File: src/rtl/csd_pkg.sv
package csd_pkg;

    // Non-adjacent signed-digit recoding of v: bit d set in the result
    // means a +2^d digit. Uses t = v + v/2 and the bits where t and v/2 differ.
    function automatic logic [63:0] csd_plus(input longint v);
        longint half;
        longint tri3;
        half = v >>> 1;
        tri3 = v + half;
        return 64'(tri3 & (half ^ tri3));
    endfunction

    // Companion mask: bit d set means a -2^d digit.
    function automatic logic [63:0] csd_minus(input longint v);
        longint half;
        longint tri3;
        half = v >>> 1;
        tri3 = v + half;
        return 64'(half & (half ^ tri3));
    endfunction

endpackage

File: src/rtl/csd_const_mult.sv
module csd_const_mult #(
    parameter int            XW   = 12,
    parameter int            CW   = 10,
    parameter logic [CW-1:0] COEF = '0,
    parameter int            OW   = 25
) (
    input  logic signed [XW-1:0] x,
    output logic signed [OW-1:0] p
);
    localparam longint      CVAL  = longint'($signed(COEF));
    localparam int          ND    = CW + 1;
    localparam logic [63:0] PLUS  = csd_pkg::csd_plus(CVAL);
    localparam logic [63:0] MINUS = csd_pkg::csd_minus(CVAL);

    logic signed [OW-1:0] xe;
    logic signed [OW-1:0] partial [ND+1];

    assign xe         = OW'(x);
    assign partial[0] = '0;

    for (genvar d = 0; d < ND; d++) begin : g_digit
        if (PLUS[d]) begin : g_add
            assign partial[d+1] = partial[d] + (xe <<< d);
        end else if (MINUS[d]) begin : g_sub
            assign partial[d+1] = partial[d] - (xe <<< d);
        end else begin : g_pass
            assign partial[d+1] = partial[d];
        end
    end

    assign p = partial[ND];

    // shift-and-add result matches a true product
    always_comb begin
        assert_product_exact_R2: assert (longint'(p) == longint'(x) * CVAL)
            else $error("tap product mismatch");
    end
endmodule

File: src/rtl/fir_product_bank.sv
module fir_product_bank #(
    parameter int                       NTAPS = 6,
    parameter int                       XW    = 12,
    parameter int                       CW    = 10,
    parameter logic [NTAPS-1:0][CW-1:0] COEFS = '0,
    parameter int                       OW    = 25
) (
    input  logic signed [XW-1:0]        x,
    output logic [NTAPS-1:0][OW-1:0]    prod
);
    for (genvar k = 0; k < NTAPS; k++) begin : g_tap
        logic signed [OW-1:0] pk;
        csd_const_mult #(
            .XW(XW), .CW(CW), .COEF(COEFS[k]), .OW(OW)
        ) u_mult (
            .x(x),
            .p(pk)
        );
        assign prod[k] = pk;
    end
endmodule

File: src/rtl/fir_csd_transposed.sv
module fir_csd_transposed #(
    parameter int                       NTAPS = 6,
    parameter int                       XW    = 12,
    parameter int                       CW    = 10,
    parameter logic [NTAPS-1:0][CW-1:0] COEFS = {-10'sd3, 10'sd37, -10'sd200,
                                                 10'sd255, -10'sd113, 10'sd71},
    parameter int                       OW    = XW + CW + $clog2(NTAPS)
) (
    input  logic                 clk,
    input  logic                 rst,
    input  logic                 in_valid,
    input  logic signed [XW-1:0] in_sample,
    output logic                 out_valid,
    output logic signed [OW-1:0] out_sample
);
    localparam int NREG = NTAPS - 1;

    typedef struct packed {
        logic [NREG-1:0][OW-1:0] chain;
        logic [OW-1:0]           y;
        logic                    vld;
    } state_t;

    state_t                   st_d, st_q;
    logic [NTAPS-1:0][OW-1:0] prod;

    fir_product_bank #(
        .NTAPS(NTAPS), .XW(XW), .CW(CW), .COEFS(COEFS), .OW(OW)
    ) u_bank (
        .x(in_sample),
        .prod(prod)
    );

    always_comb begin
        st_d     = st_q;
        st_d.vld = in_valid;
        if (in_valid) begin
            st_d.y = prod[0] + st_q.chain[0];
            for (int k = 0; k < NREG - 1; k++) begin
                st_d.chain[k] = prod[k+1] + st_q.chain[k+1];
            end
            st_d.chain[NREG-1] = prod[NTAPS-1];
        end
    end

    always_ff @(posedge clk) begin
        if (rst) st_q <= '0;
        else     st_q <= st_d;
    end

    assign out_valid  = st_q.vld;
    assign out_sample = st_q.y;

    // output strobe trails the input strobe by one clock
    assert_valid_delay_R4: assert property (@(posedge clk) disable iff (rst)
        1'b1 |=> (out_valid == $past(in_valid)))
        else $error("out_valid not aligned");

    // idle cycle keeps result and history
    assert_idle_hold_R5: assert property (@(posedge clk) disable iff (rst)
        !in_valid |=> ($stable(out_sample) && $stable(st_q.chain)))
        else $error("state changed while idle");

    // reset clears the outputs
    assert_reset_clear_R6: assert property (@(posedge clk)
        rst |=> (!out_valid && out_sample == '0))
        else $error("reset did not clear");
endmodule

File: config.mk
export PLATFORM = sky130hd
export DESIGN_NAME = fir_csd_transposed
export DESIGN_NICKNAME = d
export VERILOG_FILES = /design/src/rtl/csd_pkg.sv /design/src/rtl/csd_const_mult.sv /design/src/rtl/fir_product_bank.sv /design/src/rtl/fir_csd_transposed.sv
export SDC_FILE = /design/constraint.sdc
export NUM_CORES = 1
export LEC_CHECK = 0
export BUFFER_PORTS_ARGS = -buffer_cell sky130_fd_sc_hd__buf_2
export CORE_UTILIZATION = 44
export CTS_CLUSTER_DIAMETER = 40
export DETAILED_ROUTE_END_ITERATION = 10
export SLEW_MARGIN = 20
export SYNTH_ARGS = -nofsm -noshare
export SYNTH_HDL_FRONTEND = slang
export SYNTH_SLANG_ARGS = --single-unit
File: constraint.sdc
create_clock -name clk -period 15.9 [get_ports clk]
set_clock_uncertainty 0.15 [all_clocks]
set_input_delay 2.385 -clock clk [delete_from_list [all_inputs] [get_ports clk]]
set_output_delay 2.385 -clock clk [all_outputs]
set_load 0.01 [all_outputs]
==> reports/qor.yml <==
setup_path:
  end_kind: "flip-flop"
  cp.arrival_ps: 9310
  startpoint_type: "input port"
  crit_required_ps: 16050
  r2r_start: "st_q[26]$_SDFFE_PP0P_"
  regToRegSetupSlack_ps: 12190
  critPathMaxFanout: 12
  reg2reg_to: "out_sample[24]$_SDFFE_PP0P_"
  r2r_cells: 10
  worstSetupPathType: "input port to flip-flop"
placed_design:
  place_area_um2: 15300
  placed_cells: 2272
  dpl.hpwl_mm: 30.2
  io_buffers: 40
  gpl.final_weighted_congestion: 0.904
finish:
  stdcell_area_um2: 15900
  fin_nets: 2119
  final_cells: 2302
  fin_util: 0.484
  n_antenna_cell: 0
  syn_to_final_growth_pct: 7.10
  drive_gt1_frac: 0.0538
  fillers: 3337
sta:
  post-route-min-period_ps: 9160
  setup_viol: 0
  setup_tns_ps: 0
  maxSlewHeadroom: 0.411
  finalHoldViolCount: 0
  finalCritPeriodShare: 0.576
  worstMarginPinSlew_ps: 884
  rsz0062_at_grt: "no"
  timing.final.max_slew_violations: 0
  max_freq_mhz: 109
logic_synthesis:
  synth_cell_types: 72
  ys_async_sr_fraction: 0
  synth_flop_cell: "dfxtp_1"
  synth_most_common_cell: "ha_1"
  synth_top_area_cell: "dfxtp_1"
  synth_area_leaders: "dfxtp_1, ha_1, xnor2_1"
  ys.warnings.count: 0
  syn_area_per_cell_um2: 8.04
  syn-num-nets: 2119
  syn_area_um2: 14900
  synth-edff-count: 0
  synth_top_area_frac: 0.190
  synth_common_cells: "ha_1, nor2_1, a21oi_1"
  synth_cells: 1849
  seq_area_frac_synth: 0.190
  ys_ff_latch: 141
status:
  status: "complete, no violations"
cts:
  numCtsBuffers: 17
  post_cts_buffers: 0
  clock_path_buffers: 2
  path_clk_slew_ps: 60
  htreeDepth: 4
  cts-root-buf: "clkbuf_16"
  ctsHoldBuffers: 0
  insertion_delay_ps: 440
  tritoncts: "done"
  cts.sinks: 141
  cts_resized: 0
route:
  routedWlPerCell_um: 17.5
  drt_first_pass_iters: 5
  num_vias: 13000
  ant_nets: 0
  viasPerCell: 5.63
  totalWireLength_mm: 40.3
  drc_errors: 0
  initialDrtViolationCount: 615
power_and_ir_drop:
  clkPwrFrac: 0.171
  p_total_mw: 2.37
  swShare: 0.443
  switching_power_mw: 1.05
  p_leak_nw: 7.26
  power.density_nw_per_um2: 149
  combPwrFrac: 0.612
  p_int_mw: 1.32
  seqPwrFrac: 0.217
  vdd_drop_max_mv: 0.0628
floorplan:
  start_util: 0.452
  fp-row-count: 66
  io_pins: 41
  dieArea_um2: 34500
  coreArea_um2: 32900
  die_w_um: 186
  die_height_um: 186
min_path:
  hold_path.class: "flip-flop to flip-flop"
  hold_path_depth: 2
  worstHoldStart: "out_sample[22]$_SDFFE_PP0P_"
  hold_path_end: "out_sample[22]$_SDFFE_PP0P_"
flow_run:
  max_cap_viol_count: 0
global_route:
  first_global_vias: 12800
  grt_first_pass_wirelength_mm: 65.0
  grt_antenna_before_repair: 0
  overflow: 0
  grt_max_degree: 66
  grt_usage: 0.241
-- worst max-delay path by stage --
stage                 startpoint                    end  cells after the start
floorplan           in_sample[1]  st_q[48]$_SDFFE_PP0P_                     19
global placement    in_sample[1]  st_q[50]$_SDFFE_PP0P_                     23
detailed placement  in_sample[1]  st_q[50]$_SDFFE_PP0P_                     23
CTS                 in_sample[1]  st_q[50]$_SDFFE_PP0P_                     23
global route        in_sample[1]  st_q[50]$_SDFFE_PP0P_                     23
finish              in_sample[1]  st_q[50]$_SDFFE_PP0P_                     23
-- flip-flops by register name, summed over array words and instances (netlist names) --
register / cells
st_q: 115
out_sample: 25
out_valid: 1
-- per-stage QoR --
step                      setup slack [ps]  hold slack (ps)
after CTS                             6370              309
after detailed placement              5920              295
final                                 6740              302
after global routing                  6160              326
after global placement                6120              284
after floorplan                       7620              276
-- layout make-up --
class	instances	area [um2]	share of cell area
tap	442	553	0.0347
clock inverter	10	118	0.00739
timing repair buffer	46	250	0.0157
multi-input combinational	1513	11200	0.706
clock buffer	20	457	0.0287
sequential	141	2820	0.177
inverter	130	488	0.0307
-- worst max-delay path, stage by stage --
cell      delay (ps)
buf_2            230
inv_1            470
ha_1             340
nor4b_1          670
nand4b_1         410
xnor2_2          630
inv_1            250
fa_1             520
ha_1             360
a21oi_1          250
and2_1           200
o21ai_0          130
a311o_1          370
a41oi_1          600
ha_1             340
inv_1            110
nor3_1           300
nand2_1           90
o21ai_0          110
a21oi_1           90
a31oi_1          190
xnor2_1          140
o21ai_0           90
-- placed cells by master, fill, tap and decap left out, types with 9 or more instances in the layout --
| cell type | instances |
|---|---|
| xor2_1 | 44 |
| o21a_1 | 26 |
| o31ai_1 | 11 |
| fa_1 | 42 |
| ha_1 | 213 |
| xnor2_1 | 109 |
| nand2_1 | 134 |
| inv_1 | 127 |
| o21bai_1 | 27 |
| nand4_1 | 9 |
| dfxtp_1 | 141 |
| nor3_1 | 36 |
| o21ai_0 | 106 |
| and3_1 | 16 |
| a21oi_1 | 150 |
| nor2b_1 | 25 |
| a21o_1 | 41 |
| o211ai_1 | 12 |
| nor2_1 | 185 |
| a21boi_0 | 15 |
| mux2i_1 | 50 |
| clkbuf_16 | 17 |
| nand2b_1 | 21 |
| o31a_1 | 9 |
| a31oi_1 | 26 |
| nand3_1 | 33 |
| or3_1 | 17 |
| a211oi_1 | 30 |
| buf_2 | 38 |
-- routing by layer --
| layer | part of all wire | wire length [um] | vias up | track usage |
|---|---|---|---|---|
| met5 | 0 | 0 | - | 0 |
| li1 | - | - | 6578 | - |
| met1 | 0.47 | 19000 | 6059 | 0.312 |
| met2 | 0.47 | 19100 | 273 | 0.421 |
| met3 | 0.041 | 1640 | 53 | 0.0280 |
| met4 | 0.017 | 686 | 0 | 0.0666 |
-- power groups by stage --
stage | clock, mW | combinational, mW | sequential [mW]
floorplan | 0 | 1.17 | 0.500
global placement | 0 | 1.42 | 0.518
detailed placement | 0 | 1.43 | 0.520
CTS | 0.416 | 1.45 | 0.514
global route | 0.430 | 1.63 | 0.527
finish | 0.405 | 1.45 | 0.513
-- logic make-up (layout without fill, tap and decap cells) --
family                     count (synthesis)  count (layout)  synth area share
and+or+nand+nor                          517             517             0.161
muxes                                     50              50            0.0337
DFF                                      141             141             0.190
xor gates and xnor gates                 154             154            0.0907
AOI/OAI and AO/OA                        536             536             0.233
buffers and inverters                    195             206            0.0556
adders and majority gates                256             256             0.237
No activity file was read; power rests on OpenSTA's default activity.
